===== config.mk =====
export PLATFORM = sky130hd
export DESIGN_NAME = sram_bus_ctrl
export DESIGN_NICKNAME = d
export VERILOG_FILES = /design/src/rtl/sram_ctl_pkg.sv /design/src/rtl/sram_phase_timer.sv /design/src/rtl/sram_strobe_decode.sv /design/src/rtl/sram_bus_ctrl.sv
export SDC_FILE = /design/constraint.sdc
export NUM_CORES = 1
export LEC_CHECK = 0
export BUFFER_PORTS_ARGS = -buffer_cell sky130_fd_sc_hd__buf_2
export CORE_ASPECT_RATIO = 0.75
export CORE_UTILIZATION = 44
export CTS_CLUSTER_SIZE = 40
export DETAILED_ROUTE_END_ITERATION = 8
export PLACE_DENSITY = 0.78
export SLEW_MARGIN = 40
export SYNTH_ARGS = -nofsm -noshare
export SYNTH_HDL_FRONTEND = slang
export SYNTH_SLANG_ARGS = --single-unit

===== constraint.sdc =====
create_clock -name clk -period 1.7 [get_ports clk]
set_input_delay 0.085 -clock clk [delete_from_list [all_inputs] [get_ports clk]]
set_output_delay 0.085 -clock clk [all_outputs]
set_load 0.01 [all_outputs]

===== src/rtl/sram_ctl_pkg.sv =====
// Shared types and helpers for the asynchronous SRAM bus controller.
// Assumes nanosecond figures are positive integers.
package sram_ctl_pkg;

    typedef enum logic [2:0] {
        PH_IDLE     = 3'd0,
        PH_READ     = 3'd1,
        PH_WR_TURN  = 3'd2,
        PH_WR_DRIVE = 3'd3,
        PH_WR_REC   = 3'd4
    } phase_e;

    typedef struct packed {
        logic ready;
        logic sel_n;
        logic sel;
        logic oe_n;
        logic we_n;
        logic dq_oe;
    } strobe_t;

    // Whole clock cycles needed to cover a time span, rounded up.
    function automatic int cycles_for(input int span_ns, input int clk_ns);
        return (span_ns + clk_ns - 1) / clk_ns;
    endfunction

    function automatic int max2(input int a, input int b);
        return (a > b) ? a : b;
    endfunction

endpackage


===== src/rtl/sram_phase_timer.sv =====
// Down-counter that times one controller phase.
// Loading N makes "last" rise after N further clocks; "last" is high
// whenever the count is zero. Assumes load values fit in CNT_W bits.
module sram_phase_timer #(
    parameter int CNT_W = 2
) (
    input  logic             clk,
    input  logic             rst_n,
    input  logic             load,
    input  logic [CNT_W-1:0] load_val,
    output logic             last
);

    logic [CNT_W-1:0] cnt_q;

    // Load on phase entry, otherwise count down to zero and stay there.
    always_ff @(posedge clk) begin
        if (!rst_n) begin
            cnt_q <= '0;
        end else if (load) begin
            cnt_q <= load_val;
        end else if (cnt_q != '0) begin
            cnt_q <= cnt_q - CNT_W'(1);
        end
    end

    assign last = (cnt_q == '0);

endmodule


===== src/rtl/sram_strobe_decode.sv =====
// Maps the controller phase onto the memory strobes and the host ready flag.
// Pure decode; assumes the phase comes straight from a register.
module sram_strobe_decode
    import sram_ctl_pkg::*;
(
    input  phase_e  phase,
    output strobe_t strb
);

    // One fixed strobe pattern per phase; unknown phases fall back to idle.
    always_comb begin
        strb = '{ready: 1'b1, sel_n: 1'b1, sel: 1'b0, oe_n: 1'b1, we_n: 1'b1, dq_oe: 1'b0};
        case (phase)
            PH_READ: begin
                strb.ready = 1'b0;
                strb.sel_n = 1'b0;
                strb.sel   = 1'b1;
                strb.oe_n  = 1'b0;
            end
            PH_WR_TURN: begin
                strb.ready = 1'b0;
                strb.sel_n = 1'b0;
                strb.sel   = 1'b1;
                strb.we_n  = 1'b0;
            end
            PH_WR_DRIVE: begin
                strb.ready = 1'b0;
                strb.sel_n = 1'b0;
                strb.sel   = 1'b1;
                strb.we_n  = 1'b0;
                strb.dq_oe = 1'b1;
            end
            PH_WR_REC: begin
                strb.ready = 1'b0;
            end
            default: begin
            end
        endcase
    end

endmodule


===== src/rtl/sram_bus_ctrl.sv =====
// Host-to-asynchronous-SRAM controller. It takes one request while idle
// and sequences the chip enables, output enable, write enable and the data
// drive enable in phases of whole clock cycles, then pulses rsp_done.
// Assumes the memory's timing is met by the cycle counts; they default to
// the nanosecond limits rounded up to whole clock periods.
module sram_bus_ctrl
    import sram_ctl_pkg::*;
#(
    parameter int ADDR_W        = 13,
    parameter int DATA_W        = 8,
    parameter int CLK_NS        = 20,
    parameter int ACCESS_NS     = 15,
    parameter int WE_PULSE_NS   = 10,
    parameter int DATA_SETUP_NS = 8,
    parameter int RECOVER_NS    = 3,
    parameter int T_RD          = cycles_for(ACCESS_NS, CLK_NS),
    parameter int T_WP          = cycles_for(max2(WE_PULSE_NS, DATA_SETUP_NS), CLK_NS),
    parameter int T_WR_RECOVER  = cycles_for(RECOVER_NS, CLK_NS)
) (
    input  logic              clk,
    input  logic              rst_n,
    input  logic              req_valid,
    input  logic              req_write,
    input  logic [ADDR_W-1:0] req_addr,
    input  logic [DATA_W-1:0] req_wdata,
    output logic              req_ready,
    output logic              rsp_done,
    output logic [DATA_W-1:0] rsp_rdata,
    output logic [ADDR_W-1:0] mem_addr,
    output logic              mem_sel_n,
    output logic              mem_sel,
    output logic              mem_oe_n,
    output logic              mem_we_n,
    output logic [DATA_W-1:0] mem_dq_out,
    output logic              mem_dq_oe,
    input  logic [DATA_W-1:0] mem_dq_in
);

    localparam int MAX_CYC = max2(T_RD, max2(T_WP, T_WR_RECOVER));
    localparam int CNT_W   = $clog2(MAX_CYC + 1);
    localparam logic [CNT_W-1:0] RD_LOAD  = CNT_W'(T_RD - 1);
    localparam logic [CNT_W-1:0] WP_LOAD  = CNT_W'(T_WP - 1);
    localparam logic [CNT_W-1:0] REC_LOAD = CNT_W'(T_WR_RECOVER - 1);

    // Zero-length phases are rejected at elaboration.
    if (T_RD < 1) begin : g_bad_rd
        $error("T_RD must be at least 1");
    end
    if (T_WP < 1) begin : g_bad_wp
        $error("T_WP must be at least 1");
    end
    if (T_WR_RECOVER < 1) begin : g_bad_rec
        $error("T_WR_RECOVER must be at least 1");
    end

    phase_e            phase_q, phase_d;
    logic              load;
    logic [CNT_W-1:0]  load_val;
    logic              last;
    logic              capture;
    logic              done_d;
    logic              done_q;
    logic              accept;
    logic [ADDR_W-1:0] addr_q;
    logic [DATA_W-1:0] wdata_q;
    logic [DATA_W-1:0] rdata_q;
    strobe_t           strb;

    sram_phase_timer #(.CNT_W(CNT_W)) u_timer (
        .clk      (clk),
        .rst_n    (rst_n),
        .load     (load),
        .load_val (load_val),
        .last     (last)
    );

    sram_strobe_decode u_decode (
        .phase (phase_q),
        .strb  (strb)
    );

    assign accept = (phase_q == PH_IDLE) && req_valid;

    // Next phase, timer load and capture decisions.
    always_comb begin
        phase_d  = phase_q;
        load     = 1'b0;
        load_val = '0;
        capture  = 1'b0;
        done_d   = 1'b0;
        case (phase_q)
            PH_IDLE: begin
                if (req_valid) begin
                    load = 1'b1;
                    if (req_write) begin
                        phase_d = PH_WR_TURN;
                    end else begin
                        phase_d  = PH_READ;
                        load_val = RD_LOAD;
                    end
                end
            end
            PH_READ: begin
                if (last) begin
                    phase_d = PH_IDLE;
                    capture = 1'b1;
                    done_d  = 1'b1;
                end
            end
            PH_WR_TURN: begin
                phase_d  = PH_WR_DRIVE;
                load     = 1'b1;
                load_val = WP_LOAD;
            end
            PH_WR_DRIVE: begin
                if (last) begin
                    phase_d  = PH_WR_REC;
                    load     = 1'b1;
                    load_val = REC_LOAD;
                end
            end
            PH_WR_REC: begin
                if (last) begin
                    phase_d = PH_IDLE;
                    done_d  = 1'b1;
                end
            end
            default: phase_d = PH_IDLE;
        endcase
    end

    // Phase register, completion pulse and request/response holding registers.
    always_ff @(posedge clk) begin
        if (!rst_n) begin
            phase_q <= PH_IDLE;
            done_q  <= 1'b0;
            addr_q  <= '0;
            wdata_q <= '0;
            rdata_q <= '0;
        end else begin
            phase_q <= phase_d;
            done_q  <= done_d;
            if (accept) begin
                addr_q  <= req_addr;
                wdata_q <= req_wdata;
            end
            if (capture) begin
                rdata_q <= mem_dq_in;
            end
        end
    end

    assign req_ready  = strb.ready;
    assign rsp_done   = done_q;
    assign rsp_rdata  = rdata_q;
    assign mem_addr   = addr_q;
    assign mem_sel_n  = strb.sel_n;
    assign mem_sel    = strb.sel;
    assign mem_oe_n   = strb.oe_n;
    assign mem_we_n   = strb.we_n;
    assign mem_dq_out = wdata_q;
    assign mem_dq_oe  = strb.dq_oe;

endmodule


### Yosys cells after proc, flatten, opt, wreduce, memory -nomap -nowiden

Index checks and enable logic that the tools add are counted.

* word-level logic and storage cells: 39
* input port bits: 33
* bits in registers: 34
* output and inout bits: 36

* equal/unequal tests: 7
* bitwise logic cells: 2
* muxes and demuxes: 14
* reductions and logical operators: 9
* add/sub/neg operators: 1

Operators with widths (count)
* $pmux 3 s4: 1
* $mux 3: 3
* $mux 1: 7
* $eq 3x2->1 const B: 2
* $ne 2x2->1 const B: 3
* $reduce_or 3->1: 2
* $mux 2: 2
* $reduce_or 2->1: 2
* $reduce_or 4->1: 1
* $eq 3x1->1 const B: 1
* $eq 3x3->1 const B: 1
* $logic_not 3->1: 1
* $pmux 1 s3: 1
* $reduce_and 3->1: 1
* $not 1->1: 2
* $reduce_and 2->1: 1
* $logic_and 1x1->1: 1
* $sub 1x1->1 const B: 1

### Logic depth before layout (Yosys ltp)

Gate-level depths: netlist of run 1.

* depth in word-level cells: 4
* depth in mapped cells: 5
* gate-level depth less buffers: 3

### Hierarchy

Synthesis of run 1 repeated with hierarchy kept, for this count alone.

* cell total of the unflattened synthesis: 158
* area total of the unflattened synthesis: 1385.1 um2

By module, submodules not included
* sram_bus_ctrl: sequential area each 660.6 um2, instances 1, area an instance 1307.5 um2, cells each 148
* sram_strobe_decode: sequential area each 0.0 um2, instances 1, area an instance 47.5 um2, cells each 7
* sram_phase_timer: sequential area each 20.0 um2, instances 1, area an instance 30.0 um2, cells each 3

### Least setup slack after synthesis of run 1

No wires, ideal clock.

* kind: register to register
* from: register phase_q[2]
* to: register addr_q[10] (netlist: mem_addr[10])
* path buffers: 2
* clock period less this slack: 1236 ps
* library setup time: 123 ps
* stages on the path, launching flop included: 5
* arrival time: 1113 ps
* slack: 464 ps
* required time: 1577 ps
* cell sequence: dfxtp_1 -> buf_2 -> nor4b_4 -> clkbuf_2 -> o21ai_0

* cells in the longest elaborated chain, start to end: 2

RTL lines
* start: declaration: line sram_bus_ctrl.sv:56 `phase_e phase_q, phase_d;`
* start signal: assignment: line sram_bus_ctrl.sv:141 `phase_q <= phase_d;`
* $logic_not 3->1: line sram_bus_ctrl.sv:82 `assign accept = (phase_q == PH_IDLE) && req_valid;`
* $logic_and 1x1->1: line sram_bus_ctrl.sv:82
* end signal: assignment: line sram_bus_ctrl.sv:144 `addr_q <= req_addr;`
* end: declaration: line sram_bus_ctrl.sv:64 `logic [ADDR_W-1:0] addr_q;`

Every way passes these cells.
A chain may end at the register's enable or synchronous reset.

### Worst setup path after layout of run 1

* from: register phase_q[0]
* to: output mem_oe_n

* cells in the longest elaborated chain, start to end: 2

RTL lines
* $eq 3x1->1: line sram_strobe_decode.sv:13 `case (phase)`
* $mux 1: line sram_strobe_decode.sv:13
* end: declaration: line sram_bus_ctrl.sv:32 `output logic mem_oe_n,`

Every way passes these cells.

==> results.cfg, run 1 <==
[timing]
rsz0062_at_grt = no
fmax_mhz = 680.2
final_hold_viol_count = 0
slew_viol_final = 0
fin_crit_ns = 1.470
setup_tns_ns = 0
period_share_pct = 86.48
hold_slack_ns = 0.02378
setup-violations-final = 0
fin_skew_ns = 0.007627

[synthesis]
syn-cell-area_um2 = 1366
async_reset_ff_share_pct = 0
synth-main-ff-cell = dfxtp_1
synth_fp_nets = 190
avgSynthCellArea_um2 = 8.703
synth_edf_count = 0
yosysUniqueCellTypes = 27
ys_seq_area_share_pct = 49.82
ys_ff_latch = 34
syn_inst = 157
yosysWarnings = 0

[cells_and_area]
fin_area_um2 = 1795
area_growth_pct = 31.41
fin_nets = 256
n_antenna_cell = 0
fillers = 284
drive_above_1_share_pct = 38.57
final_util_pct = 60.73

[detailed_routing]
avgRoutedWirePerCell_um = 10.97
dr.pass1.iters = 6
via_per_inst = 4.793
drtAntennaViolNets = 0
via_count = 1251
drc_errors = 1
wl_um = 2863
drt-initial-drc-count = 94

[grt]
grt_pass1_vias = 1063
grt_pass1_wl_um = 4609
grt_overflow = 0
antenna_found_initial = 0
grt_usage_pct = 18.05
grt_max_degree = 43

[job]
maxCapViolCount = 0

[run_status]
violations = design-rule violations
status = finished with violations

[setup_path]
crit_path_end_kind = output port
worstReg2RegStart = phase_q[0]
crit_family = flip-flops
crit_slowest_cell = dfxtp_1
startpoint = phase_q[0]
crit_fanout = 7
path_class = reg -> out
worst-endpoint-arrival_ns = 1.39
cp_cell_sequence = inv_1 -> or3_1 -> buf_2
worstPathRequired_ns = 1.62
path_buf_inv = 2
max_stage_delay_ns = 0.50
critical_path.startpoint_type = register

[clock_tree]
clock_latency_ns = 0.27
hold_buffers = 0
cts_buffers = 5
tritoncts = built
cts_sinks = 34
htreeDepth = 2
clk_pin_slew_ns = 0.07
post-cts-setup-buffers = 0
cts-root-to-sink-buffers = 2
cts_resized = 0
clockRootBuffer = clkbuf_8

[pwr]
power_density_nw_per_um2 = 951.2
irDropWorstVdd_mv = 0.6935
p_leak_nw = 0.8200

[placement]
port_buffers = 68
dpl.hpwl_um = 2022
placed_cell_area_um2 = 1717
routabilityCongestion = 0.6662

[floorplan]
num_io_pins = 69
row_count = 17
dieArea_um2 = 3335
start_util_pct = 46.21
die_y_um = 50.26
fp.coreArea_um2 = 2957
dieWidth_um = 66.35

[min_path]
min_path_type = in -> reg
min_from = req_wdata[1]
logic make-up (layout without fill, tap and decap cells):
logic type,count (synthesis),in the layout,share of synthesized area [%]
AOI/OAI and AO/OA,33,33,13.10
buffers and inverters,16,82,7.600
and+or+nand+nor,71,71,27.93
DFF,34,34,49.82
other,1,1,0.2745
xor gates and xnor gates,2,2,1.282
layout make-up:
cell class | count | area (µm²) | area share, %
inverter | 3 | 11.26 | 0.6272
clock inverter | 2 | 10.01 | 0.5575
multi-input combinational | 107 | 581.8 | 32.40
timing repair buffer | 72 | 395.4 | 22.02
sequential | 34 | 680.7 | 37.91
clock buffer | 5 | 68.82 | 3.833
tap | 38 | 47.55 | 2.648
synthesized netlist by cell type, drive strengths merged (2+ instances only):
library cell  instances  area share (%)
nor4b                 3             4.1
nand2                29             8.0
clkbuf                5             1.6
nor2                  2            0.55
nand3                30              12
dfxtp                34              50
inv                   3            0.82
nand2b                2            0.92
buf                   8             5.2
o21ai                30              12
layer usage:
layer	routed length, µm	part of all wire, %	GRT usage, %	up-vias
met1	1440	50	24.05	550
li1	-	-	-	662
met4	0	0	6.383	0
met2	1236	43	27.72	39
met5	0	0	0	-
met3	187	6.5	5.227	0
tightest hold or removal path, cell delays in order:
cell and delay [ns]:
buf_2 0.08, nand3_1 0.05, o21ai_0 0.06
registers in the layout, summed over array words and instances, names as in the netlist:
signal and count:
rsp_done 1, mem_addr 13, mem_dq_out 8, phase_q 3, rsp_rdata 8, u_timer.cnt_q 1
where the power goes:
part	internal [mW]	switching [mW]	total (mW)
Combinational	0.128	0.153	0.282
Clock	0.274	0.264	0.539
Sequential	0.851	0.0367	0.887
Total	1.25	0.454	1.71
per-stage QoR:
step	power (mW)	std cells	setup WS, ns
global route	1.794	261	0.1609
detailed placement	1.189	254	0.4477
floorplan	1.071	157	0.4644
finish	1.708	261	0.2298
global placement	1.182	254	0.4962
CTS	1.721	261	0.2218
cell usage in the layout, fill, tap and decap left out, drive strengths merged:
master and n:
nor2 2, nand2 29, and2 1, conb 1, clkinv 2, or3 1, a22oi 1, nand2b 2
nor2b 1, xnor2 1, or2b 1, and3b 1, buf 72, a221oi 1, clkbuf 5, nand3 30
inv 3, xor2 1, o21ai 30, dfxtp 34, nor4b 3, a21oi 1
final timing paths:
| check | endpoint | slack, ns | cells after the start |
|---|---|---|---|
| max | mem_oe_n | 0.23 | 3 |
| min reg2reg | rsp_rdata[5] | 0.45 | 2 |
| max reg2reg | rsp_rdata[0] | 0.43 | 4 |
| min | mem_dq_out[1] | 0.02 | 3 |
Note: power is estimated with default switching activity, not from simulation.
==> run 2: changes to the inputs <==
Settings changed: BUFFER_PORTS_ARGS -buffer_cell sky130_fd_sc_hd__buf_2 to -buffer_cell sky130_fd_sc_hd__buf_4.
==> run 2 against run 1 <==
The flow still finishes with violations (design-rule violations). Cell count fell by 0.38%. Via count rose by 2.4%. Core utilization up 5.3 points. Combinational power increased by 13%. Critical path depth stayed put. Power is 12% higher. Final area increased by 8.8%. Setup slack worse by 0.011 ns.
==> results.cfg, run 2 (synthesized netlist as in run 1, its figures left out) <==
[clock_tree]
cts_sinks = 34
clockRootBuffer = clkbuf_8
clk_pin_slew_ns = 0.06
tritoncts = built
cts-root-to-sink-buffers = 2
clock_latency_ns = 0.28
post-cts-setup-buffers = 0
hold_buffers = 0
cts_resized = 0
htreeDepth = 2
cts_buffers = 5

[setup_path]
worst-endpoint-arrival_ns = 1.40
crit_fanout = 7
crit_path_end_kind = output port
path_class = reg -> out
max_stage_delay_ns = 0.50
r2r_slack_ns = 0.33
cp_cell_sequence = inv_1 -> or3_1 -> buf_4
crit_slowest_cell = dfxtp_1
worstPathRequired_ns = 1.62
critical_path.startpoint_type = register

[pwr]
total_power_mw = 1.915
p_int_mw = 1.457
sw_frac_of_total_pct = 23.92
seqPwrFrac_pct = 46.5
power_density_nw_per_um2 = 980.4
p_leak_nw = 0.8459
pwr-share-clk_pct = 36.8
irDropWorstVdd_mv = 0.6045
p_comb_share_pct = 16.7
power_switching_uw = 458.1

[cells_and_area]
n_antenna_cell = 0
fillers = 260
final_common_cell = buf_4
largest_reg_flops = 13
fin_nets = 254
drive_above_1_share_pct = 37.39
area_growth_pct = 42.95
layout_common_cells = buf_4 (70), dfxtp_1 (34), nand2_1 (29), nand3_1 (28), o21ai_0 (27)

[run_status]
violations = design-rule violations
status = finished with violations

[detailed_routing]
drt-initial-drc-count = 107
dr.pass1.iters = 6
wl_um = 3041
drc_errors = 1
avgRoutedWirePerCell_um = 11.70
via_count = 1281
drtAntennaViolNets = 0
via_per_inst = 4.927

[floorplan]
fp.coreArea_um2 = 2957
num_io_pins = 69
dieWidth_um = 66.35
row_count = 17
die_y_um = 50.26
start_util_pct = 46.21
dieArea_um2 = 3335

[timing]
setup-violations-final = 0
worst_pin_slew_ns = 0.5530
setup_tns_ns = 0
slew_viol_final = 0
fmax_mhz = 675.3
period_share_pct = 87.11
fin_crit_ns = 1.481
rsz0062_at_grt = no
fin_skew_ns = 0.003761
maxSlewHeadroom_pct = 63.13
final_hold_viol_count = 0

[grt]
grt_usage_pct = 19.57
grt_max_degree = 62
grt_pass1_wl_um = 4864
antenna_found_initial = 0
grt_pass1_vias = 1183
grt_overflow = 0

[min_path]
min_path_type = in -> reg

[placement]
routabilityCongestion = 0.6931
port_buffers = 68
dpl.hpwl_um = 2165

[job]
maxCapViolCount = 0
[run 2: changes by cell type in the layout (fill, tap and decap cells not counted)]
cell / change
buf_2: -68
buf_12: -2
clkbuf_1: +2
clkinv_2: -2
buf_4: +68
bufinv_16: +1
[run 2: path summary, 6_finish.rpt]
| check | startpoint | to | cells past startpoint |
|---|---|---|---|
| worst max-delay path | phase_q[0] | mem_oe_n | 3 |
| worst min-delay path | mem_dq_in[7] | rsp_rdata[7] | 3 |
| worst max register to register | phase_q[1] | mem_addr[3] | 4 |
| worst min register to register | mem_addr[0] | mem_addr[0] | 2 |
[run 2: layout make-up]
class | instances | area (µm²) | area share [%]
Sequential cell | 34 | 680.7 | 34.85
Multi-Input combinational cell | 107 | 581.8 | 29.79
Clock inverter | 1 | 30.03 | 1.537
Tap cell | 38 | 47.55 | 2.434
Inverter | 3 | 11.26 | 0.5766
Timing Repair Buffer | 70 | 525.5 | 26.91
Clock buffer | 7 | 76.32 | 3.908
[run 2: power by group through the flow]
stage / logic [mW] / registers (mW) / clock network, mW
floorplan: 0.147 / 0.924 / 0
global placement: 0.314 / 0.904 / 0
detailed placement: 0.322 / 0.908 / 0
CTS: 0.323 / 0.891 / 0.724
global route: 0.353 / 0.897 / 0.772
finish: 0.319 / 0.891 / 0.705
[run 2: critical path, delay by kind of cell (launching register included)]
kind | cells | cell delay (ns)
simple gates | 1 | 0.35
flops | 1 | 0.50
buf+inv | 2 | 0.26
[run 2: layer usage]
layer | GRT usage (%) | vias up | wire length [µm]
li1 | - | 657 | -
met1 | 21.02 | 578 | 1291
met2 | 35.03 | 42 | 1513
met3 | 4.773 | 4 | 194
met4 | 10.64 | 0 | 42
met5 | 0 | - | 0
[run 2: metrics by stage]
stage / instance area [µm²] / instances / hold WS (ns) / setup WS [ns] / utilization, %
floorplan: 1366 / 157 / 0.2060 / 0.4644 / -
global placement: 1847 / 252 / 0.2976 / 0.4043 / 62.46
detailed placement: 1847 / 252 / 0.3015 / 0.3392 / 62.46
CTS: 1953 / 260 / 0.005335 / 0.1993 / 66.06
global route: 1953 / 260 / 0.009631 / 0.1480 / 66.06
finish: 1953 / 260 / 0.009970 / 0.2191 / 66.06
==> run 3: changes to the inputs <==
Settings changed: PLACE_DENSITY 0.78 to 0.77, SYNTH_HIERARCHICAL set to 1.
==> run 3 against run 2 <==
The flow now finishes without violations. Setup slack lost 0.041 ns. Register-to-register slack lost 0.15 ns. Count of clock-buffer cells in the layout is the same. Sequential power grew 3.3%. Final area grew 0.96%. Combinational power grew 44%. Non-clock buffer count grew 2. Via count grew 1.2%. Global-route usage grew 1.2 points. First-iteration DRC count shrank 79%.
==> results.cfg, run 3 <==
[run_status]
status = finished clean

[detailed_routing]
drc_errors = 0
via_per_inst = 4.891
drt-initial-drc-count = 23
drtAntennaViolNets = 0
via_count = 1296
dr.pass1.iters = 4
avgRoutedWirePerCell_um = 12.38
wl_um = 3280

[cells_and_area]
final_common_cell = buf_4
largest_reg_flops = 13
drive_above_1_share_pct = 37.00
multiInputGateArea_um2 = 595.6
regArea_um2 = 681.9
layout_common_cells = buf_4 (72), nand2_1 (43), dfxtp_1 (33), a21oi_1 (24), nor2_1 (11)
layout.cells.non_filler = 265
n_antenna_cell = 0
area_growth_pct = 42.37
fin_area_um2 = 1972
fin_nets = 259
fillers = 262

[setup_path]
critical_path.startpoint_type = register
worstPathRequired_ns = 1.83
crit_fanout = 21
crit_family = simple AND/OR/NAND/NOR gates
r2r_slack_ns = 0.18
reg2reg_depth = 3
crit_path_end_kind = register
max_stage_delay_ns = 0.72
r2r_end = mem_dq_out[6]
worstReg2RegStart = phase_q[1]
path_buf_inv = 0
cp_cell_sequence = or4b_4 -> nand2_1 -> a21oi_1
crit_slowest_cell = or4b_4
path_class = reg -> reg
worst-endpoint-arrival_ns = 1.65

[synthesis]
async_reset_ff_share_pct = 0
yosysUniqueCellTypes = 30
avgSynthCellArea_um2 = 8.766
ys_seq_area_share_pct = 49.14
synth_top_area_share_pct = 49.14
synth_fp_nets = 191
yosys-top-cells-area = dfxtp_1 (49%), nand2_1 (12%), a21oi_1 (8.7%)
synth_edf_count = 0
yosysMostFrequentCell = nand2_1
yosysTopAreaCell = dfxtp_1
synth_common_cells = nand2_1 (43), dfxtp_1 (34), a21oi_1 (24)
synth-main-ff-cell = dfxtp_1
syn-cell-area_um2 = 1385
ys_ff_latch = 34
syn_inst = 158
yosysWarnings = 6

[grt]
grt_max_degree = 23
antenna_found_initial = 0
grt_usage_pct = 20.76
grt_pass1_vias = 1222
grt_overflow = 0
grt_pass1_wl_um = 5175

[min_path]
min_path_type = in -> reg
min_from = mem_dq_in[5]
hold_path_end = rsp_rdata[5]
min_path_cells = 3

[clock_tree]
cts-root-to-sink-buffers = 2
post-cts-setup-buffers = 0
clockRootBuffer = clkbuf_8
tritoncts = built
hold_buffers = 0
cts_buffers = 5
htreeDepth = 2
cts_resized = 0
clock_latency_ns = 0.28
cts_sinks = 34
clk_pin_slew_ns = 0.07

[floorplan]
dieArea_um2 = 3379
num_io_pins = 69
die_y_um = 50.59
dieWidth_um = 66.79
start_util_pct = 46.51
fp.coreArea_um2 = 2978
row_count = 17

[timing]
rsz0062_at_grt = no
fin_skew_ns = 0.007769
final_hold_viol_count = 0
hold_slack_ns = 0.03475
slew_viol_final = 0
worst_pin_slew_ns = 0.6570
period_share_pct = 89.54
maxSlewHeadroom_pct = 56.15
setup-violations-final = 0
setup_tns_ns = 0
fin_crit_ns = 1.522
fmax_mhz = 657.0

[pwr]
pwr-share-clk_pct = 30.3
sw_frac_of_total_pct = 27.47
p_comb_share_pct = 23.2
irDropWorstVdd_mv = 0.6373
p_int_mw = 1.433
power_switching_uw = 542.8
p_leak_nw = 0.8945
power_density_nw_per_um2 = 1002
seqPwrFrac_pct = 46.6

[placement]
dpl.hpwl_um = 2398
port_buffers = 68
placed_cell_area_um2 = 1879
placed_cells = 257
routabilityCongestion = 0.8094

[job]
maxCapViolCount = 0
## run 3: cell types whose count changed in the layout (fill, tap and decap cells not counted), moves of 2 or more
cell     change
a21oi_1     +23
nand2_1     +14
o21ai_0     -25
buf_4        +2
mux2i_1      +8
nand3_2      -2
o21ai_2      -2
nand3_1     -27
nor2_1       +9
## run 3: cell type report
type | count | share of cell area (%)
clock buffer | 7 | 4.378
timing repair buffer | 72 | 27.41
multi-input combinational | 109 | 30.20
clock inverter | 1 | 0.2538
sequential | 34 | 34.58
inverter | 4 | 0.7614
tap | 38 | 2.411
## run 3: power by group through the flow
stage / clock network [mW] / logic (mW) / registers, mW
after floorplan: 0 / 0.256 / 0.946
after global placement: 0 / 0.447 / 0.931
after detailed placement: 0 / 0.460 / 0.936
after CTS: 0.612 / 0.462 / 0.919
after global routing: 0.645 / 0.504 / 0.929
final: 0.598 / 0.458 / 0.920
## run 3: worst max-delay path by stage
stage | from | endpoint | slack, ns | cells after the start
final | phase_q[1] | mem_dq_out[6] | 0.18 | 3
after global routing | phase_q[1] | mem_sel_n | 0.06 | 3
after CTS | phase_q[0] | mem_oe_n | 0.1 | 3
after detailed placement | phase_q[1] | mem_dq_out[6] | 0.21 | 3
after global placement | phase_q[1] | mem_addr[4] | 0.27 | 3
after floorplan | phase_q[2] | phase_q[1] | 0.38 | 4
## run 3: per-layer routing
metal / wire, µm / vias to the layer above / GRT usage, %
li1: - / 656 / -
met1: 1458 / 594 / 23.78
met2: 1546 / 42 / 35.02
met3: 235 / 4 / 7.045
met4: 40 / 0 / 8.511
met5: 0 / - / 0
## run 3: cells by family after synthesis
kind of cell	share of synthesized area, %
buf+inv	7.858
xor+xnor	1.265
flops	49.14
simple gates	24.48
mux	5.782
other cells	0.2707
compound gates	11.20
## run 3: metrics by stage
| stage | setup WS [ns] | total power, mW | util, % |
|---|---|---|---|
| floorplan | 0.3760 | 1.202 | - |
| global placement | 0.2654 | 1.378 | 63.11 |
| detailed placement | 0.2056 | 1.396 | 63.11 |
| CTS | 0.09674 | 1.993 | 66.18 |
| global route | 0.06012 | 2.078 | 66.22 |
| finish | 0.1778 | 1.976 | 66.22 |
## run 3: worst min-delay path: cells and delay by family
| family | cells | cell delay, ns |
|---|---|---|
| simple gates | 1 | 0.07 |
| mux | 1 | 0.05 |
| buf+inv | 1 | 0.07 |
